### config.mk
export PLATFORM = sky130hd
export DESIGN_NAME = row_addr_seq
export DESIGN_NICKNAME = d
export VERILOG_FILES = /design/src/rtl/rowseq_pkg.sv /design/src/rtl/rowseq_cfg.sv /design/src/rtl/rowseq_timer.sv /design/src/rtl/rowseq_ptr.sv /design/src/rtl/rowseq_decode.sv /design/src/rtl/row_addr_seq.sv
export SDC_FILE = /design/constraint.sdc
export NUM_CORES = 1
export LEC_CHECK = 0
export BUFFER_PORTS_ARGS = -buffer_cell sky130_fd_sc_hd__buf_2
export CORE_ASPECT_RATIO = 1.5
export CORE_MARGIN = 10
export CORE_UTILIZATION = 35
export CTS_CLUSTER_SIZE = 30
export DETAILED_ROUTE_END_ITERATION = 16
export GPL_TIMING_DRIVEN = 0
export MAX_ROUTING_LAYER = met4
export PLACE_DENSITY = 0.55
export SETUP_SLACK_MARGIN = 0.3
export SLEW_MARGIN = 30
export SYNTH_ARGS = -nofsm -noshare
export SYNTH_HDL_FRONTEND = slang
export SYNTH_SLANG_ARGS = --single-unit
### constraint.sdc
create_clock -name clk -period 10.06 [get_ports clk]
set_clock_uncertainty 0.15 [all_clocks]
set_input_delay 0.503 -clock clk [delete_from_list [all_inputs] [get_ports clk]]
set_output_delay 0.503 -clock clk [all_outputs]
set_load 0.005 [all_outputs]
### src/rtl/rowseq_pkg.sv
package rowseq_pkg;
    localparam int unsigned CNT_W     = 12;
    localparam int unsigned IDX_W     = 5;
    localparam int unsigned SEQ_DEPTH = 32;
    localparam int unsigned PTR_W     = $clog2(SEQ_DEPTH);
    localparam int unsigned LEN_W     = $clog2(SEQ_DEPTH + 1);
    localparam int unsigned ADDR_W    = PTR_W + 1;
    localparam int unsigned DATA_W    = 16;

    typedef logic [CNT_W-1:0] cnt_t;
    typedef logic [IDX_W-1:0] idx_t;
    typedef logic [PTR_W-1:0] ptr_t;
    typedef logic [LEN_W-1:0] len_t;

    typedef struct packed {
        cnt_t period;
        cnt_t delay;
        cnt_t width;
        len_t len;
    } timing_t;

    typedef idx_t [SEQ_DEPTH-1:0] seq_tab_t;
endpackage

### src/rtl/rowseq_cfg.sv
module rowseq_cfg
    import rowseq_pkg::*;
#(
    parameter cnt_t RST_PERIOD = cnt_t'(8),
    parameter cnt_t RST_DELAY  = cnt_t'(2),
    parameter cnt_t RST_WIDTH  = cnt_t'(5)
) (
    input  logic              clk,
    input  logic              rst_n,
    input  logic              we,
    input  logic [ADDR_W-1:0] addr,
    input  logic [DATA_W-1:0] wdata,
    input  logic              commit,
    output timing_t           act_tim,
    output seq_tab_t          act_tab,
    output logic [DATA_W-1:0] rdata
);
    typedef struct packed {
        timing_t  shd_tim;
        seq_tab_t shd_tab;
        timing_t  act_tim;
        seq_tab_t act_tab;
    } cfg_st_t;

    cfg_st_t st_d, st_q;

    function automatic cfg_st_t rst_val();
        cfg_st_t r;
        r.shd_tim.period = RST_PERIOD;
        r.shd_tim.delay  = RST_DELAY;
        r.shd_tim.width  = RST_WIDTH;
        r.shd_tim.len    = len_t'(SEQ_DEPTH);
        for (int i = 0; i < SEQ_DEPTH; i++) begin
            r.shd_tab[i] = idx_t'(i);
        end
        r.act_tim = r.shd_tim;
        r.act_tab = r.shd_tab;
        return r;
    endfunction

    function automatic cnt_t sat_cnt(logic [DATA_W-1:0] v);
        if (v > DATA_W'({CNT_W{1'b1}})) return '1;
        return v[CNT_W-1:0];
    endfunction

    function automatic cnt_t sat_period(logic [DATA_W-1:0] v);
        cnt_t c;
        c = sat_cnt(v);
        if (c < cnt_t'(2)) c = cnt_t'(2);
        return c;
    endfunction

    function automatic len_t clamp_len(logic [DATA_W-1:0] v);
        if (v == '0) return len_t'(1);
        if (v > DATA_W'(SEQ_DEPTH)) return len_t'(SEQ_DEPTH);
        return v[LEN_W-1:0];
    endfunction

    always_comb begin
        st_d = st_q;
        if (we) begin
            if (addr[ADDR_W-1]) begin
                st_d.shd_tab[addr[PTR_W-1:0]] = wdata[IDX_W-1:0];
            end else if (addr[ADDR_W-2:2] == '0) begin
                case (addr[1:0])
                    2'd0:    st_d.shd_tim.period = sat_period(wdata);
                    2'd1:    st_d.shd_tim.delay  = sat_cnt(wdata);
                    2'd2:    st_d.shd_tim.width  = sat_cnt(wdata);
                    default: st_d.shd_tim.len    = clamp_len(wdata);
                endcase
            end
        end
        if (commit) begin
            st_d.act_tim = st_q.shd_tim;
            st_d.act_tab = st_q.shd_tab;
        end
    end

    always_ff @(posedge clk or negedge rst_n) begin
        if (!rst_n) st_q <= rst_val();
        else        st_q <= st_d;
    end

    always_comb begin
        rdata = '0;
        if (addr[ADDR_W-1]) begin
            rdata = DATA_W'(st_q.shd_tab[addr[PTR_W-1:0]]);
        end else if (addr[ADDR_W-2:2] == '0) begin
            case (addr[1:0])
                2'd0:    rdata = DATA_W'(st_q.shd_tim.period);
                2'd1:    rdata = DATA_W'(st_q.shd_tim.delay);
                2'd2:    rdata = DATA_W'(st_q.shd_tim.width);
                default: rdata = DATA_W'(st_q.shd_tim.len);
            endcase
        end
    end

    assign act_tim = st_q.act_tim;
    assign act_tab = st_q.act_tab;
endmodule

### src/rtl/rowseq_timer.sv
module rowseq_timer
    import rowseq_pkg::*;
(
    input  logic clk,
    input  logic rst_n,
    input  cnt_t period,
    output cnt_t phase,
    output logic last
);
    typedef struct packed {
        cnt_t phase;
    } tmr_st_t;

    tmr_st_t st_d, st_q;

    always_comb begin
        st_d = st_q;
        last = (st_q.phase >= period - cnt_t'(1));
        if (last) st_d.phase = '0;
        else      st_d.phase = st_q.phase + cnt_t'(1);
    end

    always_ff @(posedge clk or negedge rst_n) begin
        if (!rst_n) st_q <= '0;
        else        st_q <= st_d;
    end

    assign phase = st_q.phase;
endmodule

### src/rtl/rowseq_ptr.sv
module rowseq_ptr
    import rowseq_pkg::*;
(
    input  logic clk,
    input  logic rst_n,
    input  logic step,
    input  len_t len,
    output ptr_t ptr,
    output logic commit
);
    typedef struct packed {
        ptr_t ptr;
    } ptr_st_t;

    ptr_st_t st_d, st_q;

    always_comb begin
        st_d   = st_q;
        commit = step && (len_t'(st_q.ptr) >= len - len_t'(1));
        if (commit)    st_d.ptr = '0;
        else if (step) st_d.ptr = st_q.ptr + ptr_t'(1);
    end

    always_ff @(posedge clk or negedge rst_n) begin
        if (!rst_n) st_q <= '0;
        else        st_q <= st_d;
    end

    assign ptr = st_q.ptr;
endmodule

### src/rtl/rowseq_decode.sv
module rowseq_decode
    import rowseq_pkg::*;
#(
    parameter int unsigned N_ROWS = 32
) (
    input  logic              on,
    input  idx_t              idx,
    output logic [N_ROWS-1:0] en
);
    for (genvar i = 0; i < N_ROWS; i++) begin : g_row
        assign en[i] = on && (idx == idx_t'(i));
    end
endmodule

### src/rtl/row_addr_seq.sv
module row_addr_seq
    import rowseq_pkg::*;
#(
    parameter int unsigned N_ROWS     = 32,
    parameter cnt_t        RST_PERIOD = cnt_t'(8),
    parameter cnt_t        RST_DELAY  = cnt_t'(2),
    parameter cnt_t        RST_WIDTH  = cnt_t'(5)
) (
    input  logic              clk,
    input  logic              rst_n,
    input  logic              cfg_we,
    input  logic [5:0]        cfg_addr,
    input  logic [15:0]       cfg_wdata,
    output logic [15:0]       cfg_rdata,
    output logic [N_ROWS-1:0] row_en,
    output logic [4:0]        row_idx,
    output logic              row_start
);
    timing_t    act_tim;
    seq_tab_t   act_tab;
    cnt_t       phase;
    logic       last;
    ptr_t       ptr;
    logic       commit;
    logic       bias_on;
    logic [CNT_W:0] win_end;

    rowseq_cfg #(
        .RST_PERIOD (RST_PERIOD),
        .RST_DELAY  (RST_DELAY),
        .RST_WIDTH  (RST_WIDTH)
    ) cfg_i (
        .clk     (clk),
        .rst_n   (rst_n),
        .we      (cfg_we),
        .addr    (cfg_addr),
        .wdata   (cfg_wdata),
        .commit  (commit),
        .act_tim (act_tim),
        .act_tab (act_tab),
        .rdata   (cfg_rdata)
    );

    rowseq_timer timer_i (
        .clk    (clk),
        .rst_n  (rst_n),
        .period (act_tim.period),
        .phase  (phase),
        .last   (last)
    );

    rowseq_ptr ptr_i (
        .clk    (clk),
        .rst_n  (rst_n),
        .step   (last),
        .len    (act_tim.len),
        .ptr    (ptr),
        .commit (commit)
    );

    always_comb begin
        win_end = {1'b0, act_tim.delay} + {1'b0, act_tim.width};
        bias_on = ({1'b0, phase} >= {1'b0, act_tim.delay}) && ({1'b0, phase} < win_end);
    end

    assign row_idx   = act_tab[ptr];
    assign row_start = (phase == '0);

    rowseq_decode #(.N_ROWS(N_ROWS)) dec_i (
        .on  (bias_on),
        .idx (act_tab[ptr]),
        .en  (row_en)
    );
endmodule

# --- Word level (Yosys, flattened, before mapping) ---
# Cells that the tools add are included.
op_classes:
  add_sub_neg: 5
  multipliers: 0
  div_mod_pow: 0
  magnitude_cmp: 10
  eq_ne: 33
  shift: 0
  muxes: 50
  bitwise_logic: 2
  reduce_logical: 47
op_table:
  columns: ["op", "n"]
  rows:
  - ["$bwmux W160", 1]
  - ["$mux W12", 10]
  - ["$eq A5 B5 Y1 const B", 16]
  - ["$bmux W5 S5", 2]
  - ["$eq A5 B4 Y1 const B", 8]
  - ["$pmux W12 S3", 1]
  - ["$logic_and A1 B1 Y1", 35]
  - ["$mux W16", 2]
  - ["$demux W5 S5", 1]
  - ["$mux W5", 5]
  - ["$ge A12 B12 Y1", 2]
  - ["$mux W1", 24]
  - ["$mux W6", 4]
  - ["$eq A5 B3 Y1 const B", 4]
  - ["$gt A16 B12 Y1 const B", 1]
  - ["$gt A16 B6 Y1 const B", 1]
  - ["$logic_not A16 Y1", 1]
  - ["$reduce_and A4 Y1", 4]
  - ["$add A12 B12 Y13", 1]
  - ["$lt A12 B13 Y1", 1]
  - ["$add A12 B1 Y12 const B", 1]
  - ["$logic_not A12 Y1", 1]
  - ["$lt A12 B2 Y1 const B", 1]
  - ["$lt A5 B6 Y1 const B", 2]
  - ["16 further kinds", 18]
word_totals:
  ff_bits: 421
  latchBits: 0
  mem_bits_rw: 0
  mem_bits_ro: 0
  inputBits: 25
  wordCells: 221
  memories: 0

# --- Longest topological paths before layout ---
# Gate-level depths: netlist of the first run.
logic_depth:
  depth_word: 13
  mapped_depth: 16

# --- Hierarchy ---
# Synthesis of the first run repeated with hierarchy kept, for this count alone.
hier_totals:
  hier_cells: 1826
  hier_area_um2: 22819.4
modules_own_cells:
  columns: ["mod", "instances", "cells_per_inst", "area_each_um2", "seq_area_each_um2"]
  rows:
  - ["rowseq_cfg", 1, 1395, 18641.6, 10322.4]
  - ["row_addr_seq", 1, 224, 2433.6, 0.0]
  - ["rowseq_timer", 1, 114, 1069.8, 300.3]
  - ["rowseq_ptr", 1, 46, 440.4, 125.1]
  - ["rowseq_decode", 1, 47, 234.0, 0.0]

# --- Least setup slack after synthesis of the first run ---
# No wires, ideal clock.
synth_path:
  kind: "reg-to-output"
  startpoint: "reg cfg_i.st_q (netlist bit cfg_i.act_tim[6])"
  endpoint: "out row_en[17]"
  arrival_ps: 3115
  t_required_ps: 9407
  setup_slack_ps: 6292
  stages_incl_launch_ff: 15
  path_buffers: 0
  path_cell_list: "dfstp_2 ha_1 inv_1 fa_1 nand2b_1 a21o_1 a21oi_1 a31oi_1 xor2_1 ha_1 o2111ai_1 o32ai_1 o211ai_4 nand3_2 nor2_1"
synth_via:
  elab_chain_cells: 4
synth_rtl:
  columns: ["element", "line_no", "text"]
  rows:
  - ["start, declared", "rowseq_cfg.sv:25", "cfg_st_t st_d, st_q;"]
  - ["start signal, assigned", "rowseq_cfg.sv:80", "if (!rst_n) st_q <= rst_val();"]
  - ["start signal, assigned", "rowseq_cfg.sv:81", "else st_q <= st_d;"]
  - ["$add A12 B12 Y13", "row_addr_seq.sv:62", "win_end = {1'b0, act_tim.delay} + {1'b0, act_tim.width};"]
  - ["$lt A12 B13 Y1", "row_addr_seq.sv:63", "bias_on = ({1'b0, phase} >= {1'b0, act_tim.delay}) && ({1'b0, phase} < win_end);"]
  - ["$logic_and A1 B1 Y1", "row_addr_seq.sv:63", null]
  - ["$logic_and A1 B1 Y1", "rowseq_decode.sv:11", "assign en[i] = on && (idx == idx_t'(i));"]
  - ["end, declared", "row_addr_seq.sv:15", "output logic [N_ROWS-1:0] row_en,"]
# No other way between the ends.

# --- Worst setup path in the final report of the first run ---
layout_path:
  startpoint: "reg cfg_i.st_q (netlist bit cfg_i.act_tim[19])"
  endpoint: "out row_en[10]"
layout_via:
  elab_chain_cells: 4
  word_cells_on_any_way: 5
  classes_between: "1 x add/sub; 2 x order compare; 2 x reduce/logical"
layout_rtl:
  columns: ["element", "line_no"]
  rows:
  - ["$add A12 B12 Y13", "row_addr_seq.sv:62"]
  - ["$lt A12 B13 Y1", "row_addr_seq.sv:63"]
  - ["$logic_and A1 B1 Y1 (*)", "row_addr_seq.sv:63"]
  - ["$logic_and A1 B1 Y1 (*)", "rowseq_decode.sv:11"]
# Every way passes the cells marked *; elsewhere a longest branch is shown, timed or not.

==> impl_metrics.prom, run 1 <==
# TYPE chip_impl_metric gauge
chip_impl_metric{name="max-slew-margin-rel",unit=""} 0.304
chip_impl_metric{name="switching_share",unit=""} 0.252
chip_impl_metric{name="grt_start_max_net_pins",unit=""} 92
chip_impl_info{name="crit_top_cell",value="sky130_fd_sc_hd__ha_1"} 1
chip_impl_metric{name="layout-area-overhead-vs-synth",unit="%"} 13.8
chip_impl_metric{name="cts_setup_buffers",unit=""} 0
chip_impl_metric{name="cts-buffers-inserted",unit=""} 42
chip_impl_metric{name="power.sequential.fraction",unit=""} 0.502
chip_impl_metric{name="setup_violations",unit=""} 0
chip_impl_metric{name="groute.usage.overall",unit=""} 0.190
chip_impl_metric{name="total_power",unit="mW"} 3.89
chip_impl_metric{name="post_cts.resized_instances",unit=""} 0
chip_impl_metric{name="clkSinkCount",unit=""} 421
chip_impl_info{name="holdCritPathClass",value="input port to flop"} 1
chip_impl_metric{name="tightest_slew",unit="ps"} 1040
chip_impl_metric{name="finish.utilization",unit=""} 0.402
chip_impl_metric{name="worstRegToRegCells",unit=""} 16
chip_impl_metric{name="combPwrFrac",unit=""} 0.083
chip_impl_info{name="synth-main-ff-cell",value="sky130_fd_sc_hd__dfrtp_1"} 1
chip_impl_metric{name="number_of_antenna_violations_at_the_first_check_in_global_routing",unit=""} 0
chip_impl_info{name="start_kind",value="flop"} 1
chip_impl_metric{name="final_layout_size_suffix_gt1_frac",unit=""} 0.366
chip_impl_metric{name="final_layout_setup_total_negative_slack",unit="ps"} 0
chip_impl_metric{name="first_iter_violations",unit=""} 929
chip_impl_metric{name="antennaDiodeCount",unit=""} 0
chip_impl_metric{name="clockPowerShare",unit=""} 0.415
chip_impl_metric{name="post-dp-hpwl",unit="µm"} 49700
chip_impl_info{name="timing.setup.critical_path_class",value="flop to output port"} 1
chip_impl_metric{name="detailedRoute.firstPassIterationCount",unit=""} 6
chip_impl_metric{name="cts.clk_slew.worst_paths",unit="ps"} 60
chip_impl_metric{name="synth_edf_count",unit=""} 0
chip_impl_metric{name="final_clock_period_utilization_by_the_worst_path",unit=""} 0.489
chip_impl_info{name="critical-path-slowest-cell",value="sky130_fd_sc_hd__dfstp_2"} 1
chip_impl_metric{name="place_ws",unit="ps"} 5620
chip_impl_info{name="layout.cells.most_common",value="sky130_fd_sc_hd__dfrtp_1"} 1
chip_impl_metric{name="design.portCount",unit=""} 79
chip_impl_info{name="cell_type_group_with_the_largest_total_delay_on_the_critical_path",value="compound AO/OA/AOI/OAI gates"} 1
chip_impl_metric{name="avgRoutedWirePerCell",unit="µm"} 26.3
chip_impl_metric{name="rows",unit=""} 110
chip_impl_metric{name="syn-mean-instance-area",unit="µm²"} 13.4
chip_impl_info{name="worst_setup_path_end_kind",value="output port"} 1
chip_impl_metric{name="timing.final.crit_period",unit="ps"} 4920
chip_impl_info{name="rsz0062_at_grt",value="false"} 1
chip_impl_metric{name="worstPathBufferInverterCount",unit=""} 1
chip_impl_metric{name="timing.critical_path.required",unit="ps"} 9410
chip_impl_metric{name="grt_first_pass_wirelength",unit="µm"} 99100
chip_impl_metric{name="ys_types",unit=""} 77
chip_impl_metric{name="max_freq",unit="MHz"} 203
chip_impl_metric{name="layout.filler_cells",unit=""} 5640
chip_impl_metric{name="switching_power",unit="mW"} 0.982
chip_impl_metric{name="avgViaCountPerCell",unit=""} 5.49
chip_impl_metric{name="vdd.ir_drop.worst",unit="µV"} 113
chip_impl_metric{name="postSynthCellCount",unit=""} 1585
chip_impl_metric{name="synth_warnings",unit=""} 0
chip_impl_metric{name="maxCapViolations",unit=""} 0
chip_impl_metric{name="p_leak",unit="nW"} 10.9
chip_impl_info{name="top_area_cells_in_the_synthesized_netlist",value="sky130_fd_sc_hd__dfrtp_1 30%, sky130_fd_sc_hd__dfstp_2 21%, sky130_fd_sc_hd__mux2_1 9.7%"} 1
chip_impl_metric{name="area_share_of_the_largest_cell_type_after_synthesis",unit=""} 0.296
chip_impl_metric{name="io_buf_count",unit=""} 69
chip_impl_metric{name="synth-async-reset-ratio",unit=""} 1.00
chip_impl_metric{name="synthesis.area",unit="µm²"} 21300
chip_impl_metric{name="drc",unit=""} 0
chip_impl_metric{name="power-per-cell-area",unit="nW/µm²"} 161
chip_impl_metric{name="critPathArrivalTime",unit="ps"} 4260
chip_impl_metric{name="delay_of_the_slowest_critical_path_stage",unit="ps"} 550
chip_impl_metric{name="max_clock_buf_depth",unit=""} 3
chip_impl_metric{name="ctsHtreeMaxLevel",unit=""} 2
chip_impl_metric{name="die_y",unit="µm"} 322
chip_impl_metric{name="vias",unit=""} 13863
chip_impl_metric{name="start_util",unit=""} 0.353
chip_impl_metric{name="final_count_of_pins_violating_max_slew",unit=""} 0
chip_impl_info{name="clockRootBuffer",value="sky130_fd_sc_hd__clkbuf_16"} 1
chip_impl_metric{name="final.setup.worst_slack",unit="ps"} 5140
chip_impl_metric{name="design.die.area",unit="µm²"} 71200
chip_impl_metric{name="cts.hold.buffers_added",unit=""} 1
chip_impl_metric{name="globalRouteOverflowTotal",unit=""} 0
chip_impl_info{name="cts_tree",value="yes"} 1
chip_impl_metric{name="yosysSeqAreaShare",unit=""} 0.506
chip_impl_metric{name="synth-seq-cells",unit=""} 421
chip_impl_metric{name="place_congestion",unit=""} 0.985
chip_impl_info{name="critical_path.cell_chain",value="ha_1 > a21oi_1 > o211ai_1 > a31oi_1 > nor2b_1 > o21a_1 > o41ai_1 > xor2_1 > ha_1 > o2111ai_1 > o32ai_1 > o211ai_4 > nand3_2 > nor2_1 > buf_2"} 1
chip_impl_metric{name="timing.hold.ws",unit="ps"} 124
chip_impl_metric{name="route.final.wire_length",unit="µm"} 66500
chip_impl_metric{name="report.final.hold_viol_count",unit=""} 0
chip_impl_metric{name="final_antenna_net_count",unit=""} 0
chip_impl_metric{name="design.final.nets",unit=""} 1790
chip_impl_metric{name="fp.dieW",unit="µm"} 221
chip_impl_info{name="layout_common_cells",value="251 x sky130_fd_sc_hd__dfrtp_1, 183 x sky130_fd_sc_hd__mux2_1, 180 x sky130_fd_sc_hd__mux2_2"} 1
chip_impl_info{name="yosys.area.top_type",value="sky130_fd_sc_hd__dfrtp_1"} 1
chip_impl_info{name="outcome",value="complete, no violations"} 1
chip_impl_metric{name="clk-insertion-delay-late",unit="ps"} 570
chip_impl_metric{name="number_of_global_route_vias_before_repair",unit=""} 14774
chip_impl_metric{name="levels_on_crit_path",unit=""} 15
chip_impl_metric{name="p_int",unit="mW"} 2.91
chip_impl_metric{name="core_area",unit="µm²"} 60100
chip_impl_metric{name="crit_fanout",unit=""} 8
chip_impl_metric{name="min_delay_path_depth",unit=""} 2
-- cell type report --
type                       count  area, µm²  area share
clock buffer                  65       1280      0.0529
buffer                        97        547      0.0226
inverter                      31        116     0.00481
timing repair buffer          75        503      0.0208
multi-input combinational   1039       9900       0.409
sequential                   421      10700       0.444
tap                          784        981      0.0405
clock inverter                13        123     0.00507
-- per-layer routing --
metal / up-vias / global-route usage / wire [µm]
li1: 6046 / - / -
met1: 7286 / 0.195 / 24200
met2: 384 / 0.342 / 35300
met3: 147 / 0.0190 / 2290
met4: 0 / 0.120 / 4620
met5: - / - / 0
-- state kept, by name (all words and copies together) (netlist names) --
signal / cells
cfg_i.act_tab: 160
cfg_i.act_tim: 42
cfg_i.st_q: 202
ptr_i.ptr: 5
timer_i.phase: 12
-- cells in the mapped netlist (4+ instances only) --
library cell and instances:
sky130_fd_sc_hd__dfstp_2 170, sky130_fd_sc_hd__buf_2 16, sky130_fd_sc_hd__nand3_1 16, sky130_fd_sc_hd__nand4_1 4, sky130_fd_sc_hd__o21a_1 5, sky130_fd_sc_hd__mux4_2 71
sky130_fd_sc_hd__a21o_1 8, sky130_fd_sc_hd__mux2_2 180, sky130_fd_sc_hd__o2111ai_1 6, sky130_fd_sc_hd__nor2b_1 23, sky130_fd_sc_hd__nor3_1 21, sky130_fd_sc_hd__a211oi_1 6
sky130_fd_sc_hd__buf_1 9, sky130_fd_sc_hd__a21oi_1 39, sky130_fd_sc_hd__o21ai_0 35, sky130_fd_sc_hd__mux2i_1 25, sky130_fd_sc_hd__ha_1 57, sky130_fd_sc_hd__nand2b_1 9
sky130_fd_sc_hd__nor4_1 8, sky130_fd_sc_hd__xor2_1 19, sky130_fd_sc_hd__nand2_1 66, sky130_fd_sc_hd__and3_1 6, sky130_fd_sc_hd__mux4_1 9, sky130_fd_sc_hd__nand3_2 8
sky130_fd_sc_hd__clkbuf_1 49, sky130_fd_sc_hd__buf_6 12, sky130_fd_sc_hd__nand3b_1 4, sky130_fd_sc_hd__nor2_1 120, sky130_fd_sc_hd__mux2_1 183, sky130_fd_sc_hd__inv_1 29
sky130_fd_sc_hd__buf_4 9, sky130_fd_sc_hd__xnor2_1 15, sky130_fd_sc_hd__a31oi_1 14, sky130_fd_sc_hd__o22ai_1 5, sky130_fd_sc_hd__and2_1 4, sky130_fd_sc_hd__a22o_1 11
sky130_fd_sc_hd__a22oi_1 6, sky130_fd_sc_hd__o211ai_1 5, sky130_fd_sc_hd__dfrtp_1 251
-- worst paths after layout --
kind                                   startpoint                  to  slack, ps
worst max-delay path            cfg_i.act_tim[19]          row_en[10]       5140
worst min-delay path                 cfg_wdata[5]     cfg_i.st_q[362]        120
worst max register to register       ptr_i.ptr[0]  cfg_i.act_tab[141]       6040
worst min register to register  cfg_i.act_tab[88]   cfg_i.act_tab[88]        330
max in group asynchronous                   rst_n     cfg_i.st_q[227]       8360
min in group asynchronous                   rst_n     cfg_i.st_q[400]        250
-- per-stage QoR --
stage / instances / area, µm²
after floorplan: 1588 / 21300
after detailed placement: 2446 / 22800
after global routing: 2525 / 24200
final: 2525 / 24200
after CTS: 2525 / 24200
after global placement: 2441 / 22600
-- logic make-up (layout without fill, tap and decap cells) --
group | count (synthesis) | count (layout) | synth area share
xor gates and xnor gates | 34 | 34 | 0.0140
AOI/OAI and AO/OA | 167 | 167 | 0.0535
buffers and inverters | 128 | 281 | 0.0309
DFF | 421 | 421 | 0.506
and+or+nand+nor | 308 | 308 | 0.0708
other | 1 | 4 | 0.000176
muxes | 468 | 468 | 0.290
adders and majority gates | 58 | 58 | 0.0345
-- power groups by stage --
stage	clock network, mW	registers [mW]	logic (mW)
finish	1.61	1.95	0.322
global route	1.71	1.97	0.349
CTS	1.64	1.95	0.325
detailed placement	0	1.98	0.323
global placement	0	1.97	0.307
floorplan	0	1.93	0.198
No activity file was read; power rests on OpenSTA's default activity.
==> inputs of run 2 (changes only) <==
Settings changed: PLACE_DENSITY 0.55 to 0.57.
Clock period 10.06 ns to 4.5 ns, I/O delays scaled along.
==> impl_metrics.prom, run 2 (synthesized netlist as in run 1, its figures left out) <==
# TYPE chip_impl_metric gauge
chip_impl_info{name="outcome",value="complete, no violations"} 1
chip_impl_info{name="top_register",value="cfg_i.st_q"} 1
chip_impl_metric{name="total_power",unit="mW"} 8.73
chip_impl_metric{name="vias",unit=""} 13738
chip_impl_info{name="layout_common_cells",value="251 x sky130_fd_sc_hd__dfrtp_1, 183 x sky130_fd_sc_hd__mux2_1, 180 x sky130_fd_sc_hd__mux2_2"} 1
chip_impl_metric{name="ctsHtreeMaxLevel",unit=""} 2
chip_impl_info{name="layout.cells.most_common",value="sky130_fd_sc_hd__dfrtp_1"} 1
chip_impl_metric{name="design.portCount",unit=""} 79
chip_impl_info{name="worst_setup_path_end_kind",value="output port"} 1
chip_impl_metric{name="design.die.area",unit="µm²"} 71200
chip_impl_metric{name="tightest_slew",unit="ps"} 1170
chip_impl_metric{name="place_congestion",unit=""} 0.953
chip_impl_metric{name="critPathArrivalTime",unit="ps"} 3900
chip_impl_metric{name="rows",unit=""} 110
chip_impl_info{name="rsz0062_at_grt",value="true"} 1
chip_impl_metric{name="crit_fanout",unit=""} 8
chip_impl_metric{name="timing.final.crit_period",unit="ps"} 4270
chip_impl_metric{name="area_of_all_sequential_standard_cells",unit="µm²"} 10700
chip_impl_metric{name="cts.clk_slew.worst_paths",unit="ps"} 60
chip_impl_metric{name="drc",unit=""} 0
chip_impl_metric{name="max_clock_buf_depth",unit=""} 3
chip_impl_metric{name="layout.filler_cells",unit=""} 5530
chip_impl_metric{name="report.final.hold_viol_count",unit=""} 0
chip_impl_metric{name="post_layout_nonfiller_instances",unit=""} 2551
chip_impl_metric{name="layout-area-overhead-vs-synth",unit="%"} 15.8
chip_impl_metric{name="first_iter_violations",unit=""} 877
chip_impl_metric{name="detailedRoute.firstPassIterationCount",unit=""} 5
chip_impl_metric{name="cts-buffers-inserted",unit=""} 43
chip_impl_info{name="holdCritPathClass",value="input port to async pin"} 1
chip_impl_info{name="clockRootBuffer",value="sky130_fd_sc_hd__clkbuf_16"} 1
chip_impl_metric{name="final_antenna_net_count",unit=""} 0
chip_impl_metric{name="route.final.wire_length",unit="µm"} 64500
chip_impl_metric{name="number_of_antenna_violations_at_the_first_check_in_global_routing",unit=""} 0
chip_impl_metric{name="final_layout_setup_total_negative_slack",unit="ps"} 0
chip_impl_metric{name="antennaDiodeCount",unit=""} 0
chip_impl_metric{name="max_freq",unit="MHz"} 234
chip_impl_metric{name="grt_first_pass_wirelength",unit="µm"} 96300
chip_impl_metric{name="grt_start_max_net_pins",unit=""} 89
chip_impl_metric{name="area_of_the_multi_input_gates",unit="µm²"} 10000
chip_impl_metric{name="clkSinkCount",unit=""} 421
chip_impl_metric{name="avgViaCountPerCell",unit=""} 5.39
chip_impl_info{name="cts_tree",value="yes"} 1
chip_impl_metric{name="max-slew-margin-rel",unit=""} 0.216
chip_impl_metric{name="setup_violations",unit=""} 0
chip_impl_metric{name="post-dp-hpwl",unit="µm"} 49000
chip_impl_metric{name="number_of_global_route_vias_before_repair",unit=""} 14494
chip_impl_metric{name="largest_register_ffs",unit=""} 202
chip_impl_metric{name="final_count_of_pins_violating_max_slew",unit=""} 0
chip_impl_metric{name="fp.dieW",unit="µm"} 221
chip_impl_metric{name="clk-insertion-delay-late",unit="ps"} 570
chip_impl_metric{name="post-place-cells",unit=""} 2449
chip_impl_metric{name="finish.utilization",unit=""} 0.409
chip_impl_metric{name="io_buf_count",unit=""} 69
chip_impl_metric{name="power-per-cell-area",unit="nW/µm²"} 355
chip_impl_metric{name="globalRouteOverflowTotal",unit=""} 0
chip_impl_metric{name="p_leak",unit="nW"} 11.0
chip_impl_metric{name="maxCapViolations",unit=""} 0
chip_impl_info{name="timing.setup.critical_path_class",value="flop to output port"} 1
chip_impl_metric{name="vdd.ir_drop.worst",unit="µV"} 263
chip_impl_metric{name="final_clock_period_utilization_by_the_worst_path",unit=""} 0.950
chip_impl_metric{name="final_layout_size_suffix_gt1_frac",unit=""} 0.380
chip_impl_metric{name="core_area",unit="µm²"} 60100
chip_impl_metric{name="start_util",unit=""} 0.353
chip_impl_metric{name="die_y",unit="µm"} 322
chip_impl_metric{name="avgRoutedWirePerCell",unit="µm"} 25.3
chip_impl_info{name="start_kind",value="flop"} 1
chip_impl_metric{name="timing.critical_path.required",unit="ps"} 4120
chip_impl_metric{name="design.final.nets",unit=""} 1815
chip_impl_metric{name="groute.usage.overall",unit=""} 0.184
## run 2: cell count changes in the layout (fill, tap and decap cells not counted), moves of 3 or more
cell,delta
sky130_fd_sc_hd__dlygate4sd3_1,+13
sky130_fd_sc_hd__a21oi_1,-3
sky130_fd_sc_hd__nor2_1,-9
sky130_fd_sc_hd__ha_1,-4
sky130_fd_sc_hd__clkbuf_1,+5
sky130_fd_sc_hd__nor2_2,+8
sky130_fd_sc_hd__nand3_4,+3
sky130_fd_sc_hd__buf_4,+10
sky130_fd_sc_hd__nand3_2,-3
## run 2: timing repair
action,in CTS,in global routing
hold buffers,14,0
resized for setup,14,17
pin swaps,35,19
hold endpoints to repair,225,0
setup endpoints to repair,32,32
buffers inserted,4,4
## run 2: worst paths after layout
| path | start | slack (ps) | cells after the start | endpoint |
|---|---|---|---|---|
| max in group asynchronous | rst_n | 2860 | 4 | cfg_i.st_q[258] |
| min | rst_n | 30 | 2 | cfg_i.st_q[389] |
| max reg2reg | cfg_i.act_tim[35] | 550 | 14 | cfg_i.act_tab[140] |
| max | cfg_i.act_tim[19] | 230 | 16 | row_en[11] |
| min in group clk | cfg_wdata[14] | 70 | 4 | cfg_i.st_q[394] |
| min reg2reg | cfg_i.act_tab[69] | 330 | 1 | cfg_i.act_tab[69] |
## run 2: per-stage QoR
step	cell area [µm²]	setup WS, ps	hold WS [ps]
2_1_floorplan	21300	1010	-221
3_3_place_gp	22600	-5080	311
3_5_place_dp	22800	400	29.2
4_1_cts	24500	137	42.3
5_1_grt	24600	46.0	68.4
6_report	24600	226	31.1
## run 2: where the power goes
| group | leakage (nW) | internal [mW] | switching, mW | total, mW |
|---|---|---|---|---|
| sequential | 5.16 | 4.13 | 0.245 | 4.37 |
| combinational | 5.16 | 0.348 | 0.359 | 0.706 |
| clock | 0.711 | 2.12 | 1.54 | 3.65 |
| total | 11.0 | 6.59 | 2.14 | 8.73 |
## run 2: layout make-up
| class | instances | share of cell area |
|---|---|---|
| Sequential cell | 421 | 0.437 |
| Buffer | 97 | 0.0222 |
| Clock buffer | 71 | 0.0550 |
| Inverter | 31 | 0.00473 |
| Multi-Input combinational cell | 1039 | 0.408 |
| Tap cell | 784 | 0.0399 |
| Clock inverter | 9 | 0.00371 |
| Timing Repair Buffer | 99 | 0.0296 |
## run 2: metal layers
metal / routed length [µm] / vias up / track usage / share of wire
li1: - / 6085 / - / -
met1: 22900 / 7232 / 0.182 / 0.36
met2: 35800 / 301 / 0.345 / 0.56
met3: 1910 / 120 / 0.0178 / 0.030
met4: 3830 / 0 / 0.104 / 0.059
met5: 0 / - / - / 0
## run 2: worst max-delay path: stages, from the launching register on
cell                        delay (ps)
sky130_fd_sc_hd__dfstp_2           560
sky130_fd_sc_hd__ha_4              210
sky130_fd_sc_hd__a21oi_4           160
sky130_fd_sc_hd__o211ai_1          130
sky130_fd_sc_hd__a31oi_1           250
sky130_fd_sc_hd__nor2b_1            70
sky130_fd_sc_hd__o21a_1            200
sky130_fd_sc_hd__o41ai_2           250
sky130_fd_sc_hd__xor2_1            130
sky130_fd_sc_hd__ha_2              370
sky130_fd_sc_hd__o2111ai_2         110
sky130_fd_sc_hd__o32ai_2           290
sky130_fd_sc_hd__o211ai_4          120
sky130_fd_sc_hd__buf_12            170
sky130_fd_sc_hd__nand3_2           100
sky130_fd_sc_hd__nor2_1             60
sky130_fd_sc_hd__buf_2             150
==> inputs of run 3 (changes only) <==
Settings changed: GPL_TIMING_DRIVEN 0 to not set.
==> impl_metrics.prom, run 3 (synthesized netlist as in run 1, its figures left out) <==
# TYPE chip_impl_metric gauge
chip_impl_info{name="outcome",value="complete, no violations"} 1
chip_impl_info{name="rsz0062_at_grt",value="true"} 1
chip_impl_metric{name="design.final.nets",unit=""} 1739
chip_impl_info{name="timing.setup.critical_path_class",value="flop to output port"} 1
chip_impl_info{name="start_kind",value="flop"} 1
chip_impl_metric{name="place_congestion",unit=""} 0.886
chip_impl_metric{name="final_clock_period_utilization_by_the_worst_path",unit=""} 0.946
chip_impl_metric{name="cts-buffers-inserted",unit=""} 41
chip_impl_metric{name="layout-area-overhead-vs-synth",unit="%"} 13.4
chip_impl_metric{name="max_clock_buf_depth",unit=""} 3
chip_impl_metric{name="crit_fanout",unit=""} 8
chip_impl_metric{name="critPathArrivalTime",unit="ps"} 3880
chip_impl_info{name="layout_common_cells",value="249 x sky130_fd_sc_hd__dfrtp_1, 183 x sky130_fd_sc_hd__mux2_1, 180 x sky130_fd_sc_hd__mux2_2"} 1
chip_impl_metric{name="timing.final.crit_period",unit="ps"} 4260
chip_impl_metric{name="number_of_global_route_vias_before_repair",unit=""} 14211
chip_impl_info{name="holdCritPathClass",value="input port to async pin"} 1
chip_impl_info{name="regToRegStartpoint",value="cfg_i.act_tim[35]"} 1
chip_impl_metric{name="start_util",unit=""} 0.353
chip_impl_metric{name="route.final.wire_length",unit="µm"} 59000
chip_impl_info{name="cts_tree",value="yes"} 1
chip_impl_metric{name="number_of_antenna_violations_at_the_first_check_in_global_routing",unit=""} 0
chip_impl_metric{name="cts.clk_slew.worst_paths",unit="ps"} 70
chip_impl_metric{name="setup_violations",unit=""} 0
chip_impl_metric{name="vdd.ir_drop.worst",unit="µV"} 227
chip_impl_metric{name="design.portCount",unit=""} 79
chip_impl_metric{name="report.final.hold_viol_count",unit=""} 0
chip_impl_metric{name="maxCapViolations",unit=""} 0
chip_impl_metric{name="final_antenna_net_count",unit=""} 0
chip_impl_metric{name="tightest_slew",unit="ps"} 960
chip_impl_metric{name="ctsHtreeMaxLevel",unit=""} 2
chip_impl_metric{name="placement.cell_area",unit="µm²"} 22400
chip_impl_metric{name="cell_area_after_layout",unit="µm²"} 24100
chip_impl_metric{name="avgViaCountPerCell",unit=""} 5.41
chip_impl_info{name="layout.cells.most_common",value="sky130_fd_sc_hd__dfrtp_1"} 1
chip_impl_metric{name="final.setup.worst_slack",unit="ps"} 244
chip_impl_metric{name="final_layout_size_suffix_gt1_frac",unit=""} 0.382
chip_impl_metric{name="total_power",unit="mW"} 8.65
chip_impl_metric{name="core_area",unit="µm²"} 60100
chip_impl_metric{name="design.die.area",unit="µm²"} 71200
chip_impl_metric{name="timing.critical_path.required",unit="ps"} 4120
chip_impl_metric{name="layout.filler_cells",unit=""} 5594
chip_impl_metric{name="largest_register_ffs",unit=""} 202
chip_impl_info{name="critical_path.reg2reg.endpoint",value="cfg_i.act_tab[23]"} 1
chip_impl_metric{name="max-slew-margin-rel",unit=""} 0.360
chip_impl_metric{name="first_iter_violations",unit=""} 882
chip_impl_metric{name="antennaDiodeCount",unit=""} 0
chip_impl_metric{name="die_y",unit="µm"} 322
chip_impl_metric{name="clk-insertion-delay-late",unit="ps"} 550
chip_impl_metric{name="grt_first_pass_wirelength",unit="µm"} 90500
chip_impl_info{name="worst_setup_path_end_kind",value="output port"} 1
chip_impl_metric{name="post-dp-hpwl",unit="µm"} 41400
chip_impl_metric{name="detailedRoute.firstPassIterationCount",unit=""} 5
chip_impl_metric{name="globalRouteOverflowTotal",unit=""} 0
chip_impl_metric{name="reg2reg_setup_slack",unit="ps"} 720
chip_impl_metric{name="groute.usage.overall",unit=""} 0.169
chip_impl_metric{name="drc",unit=""} 0
chip_impl_metric{name="rows",unit=""} 110
chip_impl_metric{name="max_freq",unit="MHz"} 235
chip_impl_metric{name="worstRegToRegCells",unit=""} 12
chip_impl_metric{name="finish.utilization",unit=""} 0.401
chip_impl_info{name="clockRootBuffer",value="sky130_fd_sc_hd__clkbuf_16"} 1
chip_impl_metric{name="place_ws",unit="ps"} 481
chip_impl_metric{name="final_count_of_pins_violating_max_slew",unit=""} 0
chip_impl_metric{name="final_layout_setup_total_negative_slack",unit="ps"} 0
chip_impl_metric{name="avgRoutedWirePerCell",unit="µm"} 23.9
chip_impl_metric{name="clkSinkCount",unit=""} 421
chip_impl_metric{name="p_leak",unit="nW"} 10.8
chip_impl_metric{name="fp.dieW",unit="µm"} 221
chip_impl_metric{name="grt_start_max_net_pins",unit=""} 101
chip_impl_metric{name="power-per-cell-area",unit="nW/µm²"} 359
chip_impl_metric{name="io_buf_count",unit=""} 74
chip_impl_metric{name="vias",unit=""} 13365
chip_impl_info{name="top_register",value="cfg_i.st_q"} 1
run 3: changes by cell type in the layout (fill, tap and decap cells not counted), sizes merged:
cell         delta
bufinv          +4
inv             +1
dlygate4sd3     -4
clkinv          -2
clkbuf         -58
clkinvlp        +1
buf            -21
run 3: layout make-up:
cell class                      instances  area (µm²)  area share
Sequential cell                       421       10800       0.446
Multi-Input combinational cell       1039       10000       0.415
Clock buffer                           62        1190      0.0496
Tap cell                              784         981      0.0407
Timing Repair Buffer                  122         851      0.0353
Clock inverter                         13         206     0.00857
Inverter                               31         116     0.00483
run 3: power breakdown:
part           total, mW  leakage [nW]  switching, mW  internal (mW)
combinational      0.671          4.95          0.336          0.335
sequential          4.35          5.16          0.226           4.12
clock               3.63         0.680           1.50           2.13
run 3: worst max-delay path, cell delays in order, from the launching register on:
cell,delay [ps]
sky130_fd_sc_hd__dfstp_2,570
sky130_fd_sc_hd__ha_4,150
sky130_fd_sc_hd__inv_2,40
sky130_fd_sc_hd__fa_2,350
sky130_fd_sc_hd__nand2b_4,160
sky130_fd_sc_hd__a21o_1,200
sky130_fd_sc_hd__a21oi_4,190
sky130_fd_sc_hd__a31oi_4,110
sky130_fd_sc_hd__xor2_1,160
sky130_fd_sc_hd__ha_1,330
sky130_fd_sc_hd__a21o_1,180
sky130_fd_sc_hd__a21oi_2,150
sky130_fd_sc_hd__o32ai_2,110
sky130_fd_sc_hd__o211ai_4,180
sky130_fd_sc_hd__nand3_2,170
sky130_fd_sc_hd__nor2_1,150
sky130_fd_sc_hd__buf_2,140
run 3: worst max path at each step:
stage	slack (ps)	from	cells after the start	to
after global routing	30	cfg_i.act_tim[19]	16	row_en[20]
final	240	cfg_i.act_tim[6]	16	row_en[6]
after CTS	230	cfg_i.act_tim[6]	16	row_en[16]
after detailed placement	480	cfg_i.act_tim[19]	15	row_en[31]
after floorplan	1010	cfg_i.act_tim[6]	14	row_en[17]
after global placement	490	cfg_i.act_tim[35]	12	cfg_i.act_tab[49]
run 3: stage by stage:
stage / cells / hold slack (ps)
global route: 2472 / 210
global placement: 2377 / 176
detailed placement: 2377 / 186
floorplan: 1588 / -221
finish: 2472 / 144
CTS: 2472 / 148
run 3: what timing repair did:
item	in CTS	in global routing
pin swaps	29	2
hold buffers	10	0
gates resized for setup	20	4
endpoints found under the setup margin	32	32
buffers inserted	10	0
hold endpoints to repair	76	0
run 3: layer usage:
layer,part of all wire,GRT usage,vias to the layer above
li1,-,-,5938
met1,0.37,0.175,7026
met2,0.53,0.304,265
met3,0.028,0.0177,136
met4,0.067,0.0998,0
met5,0,-,-
